[src/rtl/tagdir_pkg.sv]
package tagdir_pkg;
  typedef enum logic {
    POL_LRU  = 1'b0,
    POL_FIFO = 1'b1
  } repl_pol_e;
endpackage

[src/rtl/tagdir_split.sv]
module tagdir_split #(
  parameter int ADDR_W      = 32,
  parameter int SETS        = 16,
  parameter int BLOCK_BYTES = 32,
  localparam int OFF_W      = $clog2(BLOCK_BYTES),
  localparam int IDX_W      = $clog2(SETS),
  localparam int BLK_W      = ADDR_W - OFF_W
) (
  input  logic [ADDR_W-1:0] addr_i,
  output logic [IDX_W-1:0]  set_o,
  output logic [BLK_W-1:0]  blk_o
);
  assign blk_o = addr_i[ADDR_W-1:OFF_W];
  assign set_o = addr_i[OFF_W +: IDX_W];
endmodule

[src/rtl/tagdir_order.sv]
// One set as a newest-first list; computes hit and the reordered list.
module tagdir_order
  import tagdir_pkg::*;
#(
  parameter int WAYS  = 4,
  parameter int BLK_W = 27
) (
  input  repl_pol_e                      pol_i,
  input  logic [BLK_W-1:0]               blk_i,
  input  logic [WAYS-1:0]                vld_i,
  input  logic [WAYS-1:0][BLK_W-1:0]     tag_i,
  output logic                           hit_o,
  output logic [WAYS-1:0]                vld_o,
  output logic [WAYS-1:0][BLK_W-1:0]     tag_o
);
  logic [WAYS-1:0] match;
  int              lim;
  logic            shift;

  always_comb begin
    for (int i = 0; i < WAYS; i++) match[i] = vld_i[i] && (tag_i[i] == blk_i);
    hit_o = |match;
    lim   = WAYS - 1;
    for (int i = WAYS - 1; i >= 0; i--) if (match[i]) lim = i;
    // FIFO hit keeps order; every other case pushes at head down to lim
    shift = !hit_o || (pol_i == POL_LRU);
    vld_o = vld_i;
    tag_o = tag_i;
    if (shift) begin
      vld_o[0] = 1'b1;
      tag_o[0] = blk_i;
      for (int i = 1; i < WAYS; i++) begin
        if (i <= lim) begin
          vld_o[i] = vld_i[i-1];
          tag_o[i] = tag_i[i-1];
        end
      end
    end
  end
endmodule

[src/rtl/tagdir_sat_cnt.sv]
module tagdir_sat_cnt #(
  parameter int W = 32
) (
  input  logic         clk_i,
  input  logic         rst_ni,
  input  logic         inc_i,
  output logic [W-1:0] cnt_o
);
  always_ff @(posedge clk_i or negedge rst_ni) begin
    if (!rst_ni)                  cnt_o <= '0;
    else if (inc_i && ~&cnt_o)    cnt_o <= cnt_o + 1'b1;
  end
endmodule

[src/rtl/assoc_tag_dir.sv]
module assoc_tag_dir
  import tagdir_pkg::*;
#(
  parameter int ADDR_W      = 32,
  parameter int SETS        = 16,
  parameter int BLOCK_BYTES = 32,
  parameter int WAYS        = 4,
  parameter int CNT_W       = 32
) (
  input  logic              clk_i,
  input  logic              rst_ni,
  input  logic              req_valid_i,
  input  logic [ADDR_W-1:0] req_addr_i,
  input  logic              policy_fifo_i,
  output logic              resp_valid_o,
  output logic              resp_hit_o,
  output logic [CNT_W-1:0]  hit_count_o,
  output logic [CNT_W-1:0]  miss_count_o
);
  localparam int OFF_W = $clog2(BLOCK_BYTES);
  localparam int IDX_W = $clog2(SETS);
  localparam int BLK_W = ADDR_W - OFF_W;

  logic [WAYS-1:0]            vld_q [SETS];
  logic [WAYS-1:0][BLK_W-1:0] tag_q [SETS];
  logic [IDX_W-1:0]           set_idx;
  logic [BLK_W-1:0]           blk;
  logic                       hit_now;
  logic [WAYS-1:0]            vld_nxt;
  logic [WAYS-1:0][BLK_W-1:0] tag_nxt;
  repl_pol_e                  pol_q;

  tagdir_split #(
    .ADDR_W(ADDR_W), .SETS(SETS), .BLOCK_BYTES(BLOCK_BYTES)
  ) i_split (
    .addr_i(req_addr_i), .set_o(set_idx), .blk_o(blk)
  );

  tagdir_order #(
    .WAYS(WAYS), .BLK_W(BLK_W)
  ) i_order (
    .pol_i(pol_q), .blk_i(blk),
    .vld_i(vld_q[set_idx]), .tag_i(tag_q[set_idx]),
    .hit_o(hit_now), .vld_o(vld_nxt), .tag_o(tag_nxt)
  );

  always_ff @(posedge clk_i or negedge rst_ni) begin
    if (!rst_ni) begin
      for (int s = 0; s < SETS; s++) begin
        vld_q[s] <= '0;
        tag_q[s] <= '0;
      end
    end else if (req_valid_i) begin
      vld_q[set_idx] <= vld_nxt;
      tag_q[set_idx] <= tag_nxt;
    end
  end

  // mode only moves while idle so an access never sees a half-switched set
  always_ff @(posedge clk_i or negedge rst_ni) begin
    if (!rst_ni)           pol_q <= POL_LRU;
    else if (!req_valid_i) pol_q <= repl_pol_e'(policy_fifo_i);
  end

  always_ff @(posedge clk_i or negedge rst_ni) begin
    if (!rst_ni) begin
      resp_valid_o <= 1'b0;
      resp_hit_o   <= 1'b0;
    end else begin
      resp_valid_o <= req_valid_i;
      resp_hit_o   <= req_valid_i && hit_now;
    end
  end

  tagdir_sat_cnt #(.W(CNT_W)) i_hit_cnt (
    .clk_i(clk_i), .rst_ni(rst_ni),
    .inc_i(req_valid_i && hit_now), .cnt_o(hit_count_o)
  );

  tagdir_sat_cnt #(.W(CNT_W)) i_miss_cnt (
    .clk_i(clk_i), .rst_ni(rst_ni),
    .inc_i(req_valid_i && !hit_now), .cnt_o(miss_count_o)
  );
endmodule

[config.mk]
export PLATFORM = sky130hd
export DESIGN_NAME = assoc_tag_dir
export DESIGN_NICKNAME = d
export VERILOG_FILES = /design/src/rtl/tagdir_pkg.sv /design/src/rtl/tagdir_split.sv /design/src/rtl/tagdir_order.sv /design/src/rtl/tagdir_sat_cnt.sv /design/src/rtl/assoc_tag_dir.sv
export SDC_FILE = /design/constraint.sdc
export NUM_CORES = 2
export LEC_CHECK = 0
export ABC_AREA = 1
export BUFFER_PORTS_ARGS = -buffer_cell sky130_fd_sc_hd__clkbuf_2
export CAP_MARGIN = 20
export CELL_PAD_IN_SITES_DETAIL_PLACEMENT = 0
export CELL_PAD_IN_SITES_GLOBAL_PLACEMENT = 1
export CORE_ASPECT_RATIO = 0.6
export CORE_MARGIN = 1.5
export CORE_UTILIZATION = 38
export DETAILED_ROUTE_END_ITERATION = 12
export PLACE_DENSITY_LB_ADDON = 0.12
export SYNTH_ARGS = -nofsm -noshare
export SYNTH_HDL_FRONTEND = slang
export SYNTH_SLANG_ARGS = --single-unit
[constraint.sdc]
create_clock -name clk_i -period 6.1 [get_ports clk_i]
set_clock_uncertainty 0.05 [all_clocks]
set_input_delay 0.61 -clock clk_i [delete_from_list [all_inputs] [get_ports clk_i]]
set_output_delay 0.61 -clock clk_i [all_outputs]
set_load 0.05 [all_outputs]
# Word-level counts from Yosys, hierarchy flattened
# Index checks and enable logic that the tools add are counted.
[word_totals] ff_bits=1859 in_bits=36
[op_classes] n_addsub=2 order_cmp=5 n_eq_ne=4 muxes=23 n_bitwise=2 n_reduce_logical=16
[ops] op="bitwise mux 1728 bit" n=1
[ops] op="binary-select mux 108 bit (select 4 bit)" n=1
[ops] op="demux 108 bit (select 4 bit)" n=1
[ops] op="two-way mux 108 bit" n=4
[ops] op="== test 27 bit" n=4
[ops] op="two-way mux 27 bit" n=3
[ops] op="adder 32 x 1 -> 32 bit (second input constant)" n=2
[ops] op="bitwise mux 64 bit" n=1
[ops] op="AND reduction 32 bit" n=2
[ops] op="binary-select mux 4 bit (select 4 bit)" n=1
[ops] op="demux 4 bit (select 4 bit)" n=1
[ops] op="two-way mux 4 bit" n=4
[ops] op="logical AND 1 bit" n=9
[ops] op=">= comparator 5 bit (second input constant)" n=1
[ops] op="less-than comparator 5 x 1 -> 1 bit (second input constant)" n=1
[ops] op="inverter 4 -> 5 bit" n=1
[ops] op="<= comparator 2 bit (first input constant)" n=2
[ops] op="two-way mux 1 bit" n=4
[ops] op="two-way mux 2 bit" n=2
[ops] op="OR reduction 4 bit" n=1
[ops] op="zero test 1 bit" n=3
[ops] op="<= comparator 1 x 2 -> 1 bit (first input constant)" n=1
[ops] op="logical OR 1 bit" n=1
[ops] op="inverter 1 bit" n=1

# Depth between registers and ports, before layout
[logic_depth] ltp_word=13 depth_mapped=29

# By module
# Synthesis repeated with hierarchy kept, for this count alone.
[hier_totals] cells_unflattened=13089 hier_area_um2=92562.5
[modules_own_cells] mod="assoc_tag_dir" n_inst=1 cells_each=11411 area_per_inst_um2=83637.7 seq_area_each_um2=44918.1
[modules_own_cells] mod="tagdir_order" n_inst=1 cells_each=965 area_per_inst_um2=4405.5 seq_area_each_um2=0.0
[modules_own_cells] mod="tagdir_sat_cnt" n_inst=2 cells_each=341 area_per_inst_um2=2143.3 seq_area_each_um2=800.8
[modules_own_cells] mod="tagdir_split" n_inst=1 cells_each=31 area_per_inst_um2=232.7 seq_area_each_um2=0.0

# Worst setup path after synthesis
# No wires, ideal clock.
[synth_timing] path_type="input to register" startpoint="in req_addr_i[6]" endpoint="reg tag_q[1285] (netlist bit)" setup_time_ns=0.118 t_arrival_ns=3.353 t_required_ns=5.932 path_slack_ns=2.579 stages=24 path_buffers=7 path_cell_list="buf_2 > buf_2 > buf_2 > clkbuf_1 > a21oi_1 > o21ai_0 > nand2_1 > nor2_1 > nor2_1 > nor2_1 > nand2_1 > nor2_1 > nand2_1 > nor2_1 > nor2_1 > nand2_1 > nand2_2 > nand2_1 > buf_2 > buf_6 > nand2_2 > buf_2 > nand3_1 > nand2_1"
[synth_via] elab_chain_cells=13
[synth_rtl] item="from (decl)" line="assoc_tag_dir.sv:13" source="input logic [ADDR_W-1:0] req_addr_i,"
[synth_rtl] item="inverter 4 -> 5 bit (implied by the code)" line="assoc_tag_dir.sv:43, assoc_tag_dir.sv:55"
[synth_rtl] item="binary-select mux 108 bit (select 4 bit)" line="assoc_tag_dir.sv:43" source=".vld_i(vld_q[set_idx]), .tag_i(tag_q[set_idx]),"
[synth_rtl] item="two-way mux 108 bit (implied by the code) (2 in series)" line="assoc_tag_dir.sv:43"
[synth_rtl] item="== test 27 bit" line="tagdir_order.sv:21" source="for (int i = 0; i < WAYS; i++) match[i] = vld_i[i] && (tag_i[i] == blk_i);"
[synth_rtl] item="logical AND 1 bit" line="tagdir_order.sv:21"
[synth_rtl] item="two-way mux 1 bit" line="tagdir_order.sv:24" source="for (int i = WAYS - 1; i >= 0; i--) if (match[i]) lim = i;"
[synth_rtl] item="two-way mux 2 bit (2 in series)" line="tagdir_order.sv:24"
[synth_rtl] item="<= comparator 2 bit" line="tagdir_order.sv:33" source="if (i <= lim) begin"
[synth_rtl] item="two-way mux 27 bit" line="tagdir_order.sv:33"
[synth_rtl] item="two-way mux 108 bit" line="tagdir_order.sv:29" source="if (shift) begin"
[synth_rtl] item="bitwise mux 1728 bit *" line="assoc_tag_dir.sv:55" source="tag_q[set_idx] <= tag_nxt;"
[synth_rtl] item="to (signal, indexed assignment)" line="assoc_tag_dir.sv:55"
[synth_rtl] item="to (decl)" line="assoc_tag_dir.sv:25" source="logic [WAYS-1:0][BLK_W-1:0] tag_q [SETS];"
# Mark *: on every way between the ends. The rest lies on a longest branch, timed or not. The select of a mux whose other input is x is not followed.
# A chain may end at the register's enable or synchronous reset.

# Worst setup path after layout
[layout_timing] startpoint="in req_addr_i[5]" endpoint="reg tag_q[751] (netlist bit)"
# The elaborated chain is that of the path after synthesis.

==> qor.yml <==
grt_start_max_net_pins: 161
slowest_delay_ns: 0.61
synthArstFlopShare_pct: 100
crit_path_end_kind: "flop"
ant_nets: 0
via_per_inst: 5.47
antenna_found_initial: 11
arrival_ns: 5.86
power_w: 0.0361
p_leak_nw: 55.4
path_max_fanout: 31
path_buf_inv: 4
cp-start-kind: "input pin"
syn_inst: 13300
fill_cells: 25400
path_clk_slew_ns: 0.07
start_util_pct: 38.2
rsz0062_at_grt: "false"
ys_ff_latch: 1859
max-cap-violations: 0
synth_warnings: 0
drive_above_1_share_pct: 6.55
die_w_um: 645
power_density_mw_per_mm2: 344
netlist.area_leader.share_pct: 49.5
io_pins: 102
slew_headroom_pct: 19.1
setup_viol: 0
r2r-end: "tag_q[751]"
cts_resized: 0
cts_tree: "done"
clockBufferDepth: 4
hold_path_class: "in -> reg"
r2r-start: "tag_q[479]"
r2r_slack_ns: 1.32
outcome: "finished, final reports clean"
grt-ovfl-total: 0
insertion_delay_ns: 0.92
synth_nets: 13300
syn_avg_cell_area_um2: 7.06
period_minus_slack_ns: 5.20
syn-cell-area_mm2: 0.0939
critPathTopFamily: "simple AND/OR/NAND/NOR gates"
finalSetupTns_ns: 0
final_common_cell: "nand2_1"
crit_type: "in -> reg"
crit_start: "req_addr_i[5]"
grtUsageTotal_pct: 32.2
yosysUniqueCellTypes: 31
first_iter_violations: 11300
die-area_mm2: 0.250
row_count: 141
synthTopCellsByArea: "dfrtp_1 50%, nand2_1 27%, nand3_1 7.6%, o21ai_0 5.8%, inv_1 2.4%"
drv_slew: 0
synth_top_flop_cell: "dfrtp_1"
clockRootBuffer: "clkbuf_16"
synth_edf_count: 0
port_buffers: 96
htreeDepth: 4
dp_hpwl_um: 228000
r2r_cells: 21
cp_slowest_cell: "nor2_1"
hold-path-endpoint: "resp_valid_o"
cp_cell_sequence: "buf_8 -> buf_4 -> nor2_4 -> buf_4 -> a21oi_1 -> nand2_1 -> nand2_1 -> nand2_1 -> nor2_1 -> nor2_1 -> nor2_1 -> nand2_1 -> nor2_1 -> nand3_1 -> nor2_1 -> nor2_1 -> nand2_1 -> nand2_2 -> nand2_2 -> buf_4 -> nand2_1 -> nand2_1 -> a21oi_1"
peakVddDrop_uv: 198
die_y_um: 388
firstDrtPassIters: 6
num_vias: 90000
tightest_slew_ns: 1.20
final_cell_mix: "6652 x nand2_1, 1859 x dfrtp_1, 1418 x nand3_1"
cpMostUsedCell: "nand2_1"
coreArea_mm2: 0.246
wl_per_cell_um: 24.9
hp-start: "req_valid_i"
cts_sinks: 1859
holdPathStages: 1
area_delta_synth_final_pct: 11.6
fin_crit_sh_pct: 85.2
yosysTopAreaCell: "dfrtp_1"
grt_pass1_vias: 84400
required_ns: 6.76
fmax_mhz: 192
totalWireLength_um: 409000
hold_violations: 0
ys_seq_area_share_pct: 49.5
globalplace.congestion: 0.972
drc: 0
grt_pass1_wl_um: 597000
numCtsBuffers: 199
finish.net_count: 13000
metrics by stage:
step / utilization [%] / cell area (um2) / std cells / hold slack, ns / worst slack, ns
after floorplan: - / 93900 / 13300 / 0.264 / 2.58
after global placement: 39.9 / 98200 / 16100 / 0.412 / 0.333
after detailed placement: 39.9 / 98200 / 16100 / 0.415 / 0.241
after CTS: 42.6 / 105000 / 16400 / 0.200 / 1.15
after global routing: 42.6 / 105000 / 16400 / 0.206 / 0.768
final: 42.6 / 105000 / 16400 / 0.174 / 0.903
worst max path at each step:
stage	end	cells after the start
floorplan	tag_q[1285]	24
global placement	tag_q[751]	25
detailed placement	tag_q[1507]	23
CTS	tag_q[1075]	23
global route	tag_q[103]	22
finish	tag_q[751]	23
logic make-up after synthesis:
family,share of synthesized area (%)
compound gates,6.40
simple gates,37.1
xor+xnor,0.336
flops,49.5
buf+inv,6.63
fa+ha+maj,0.0266
flip-flops by register name, indices dropped and copies added, names as in the netlist:
name and cells:
i_hit_cnt.cnt_o 32, i_miss_cnt.cnt_o 32, pol_q 1, resp_hit_o 1, resp_valid_o 1, tag_q 1728, vld_q 64
repair_timing:
action                    in CTS  in global routing
buffers inserted               0                  0
hold buffers                   2                  0
hold endpoints to repair      95                  0
synth_stat cells (8+ instances only):
cell type     n
a21oi_1      94
buf_1       121
buf_2       300
buf_4         9
clkbuf_1    491
dfrtp_1    1859
inv_1       611
inv_2         8
nand2_1    6654
nand2_2      23
nand3_1    1418
nand3b_1     13
nand4_1      45
nor2_1      386
nor3_1       43
o21ai_0    1092
or2_2        77
xnor2_1      13
xor2_1       23
routing by layer:
layer	vias up	share of wire, %	global-route usage (%)
li1	40900	-	-
met1	43800	45	48.0
met2	4475	41	46.6
met3	730	9.9	6.30
met4	12	3.4	10.2
met5	-	0.043	0.324
where the power goes:
group          switching [W]  internal [W]
Sequential           0.00126        0.0149
Clock                0.00545       0.00712
Combinational        0.00507       0.00233
Total                 0.0118        0.0243
area by class of cell:
| cell class | instances | area, um2 | share of cell area [%] |
|---|---|---|---|
| Sequential cell | 1859 | 46500 | 44.4 |
| Clock inverter | 50 | 546 | 0.521 |
| Multi-Input combinational cell | 9906 | 41300 | 39.5 |
| Inverter | 622 | 2450 | 2.34 |
| Antenna cell | 5 | 12.5 | 0.0119 |
| Tap cell | 3289 | 4120 | 3.93 |
| Timing Repair Buffer | 410 | 3840 | 3.66 |
| Clock buffer | 301 | 5950 | 5.68 |
No activity file was read; power rests on OpenSTA's default activity.
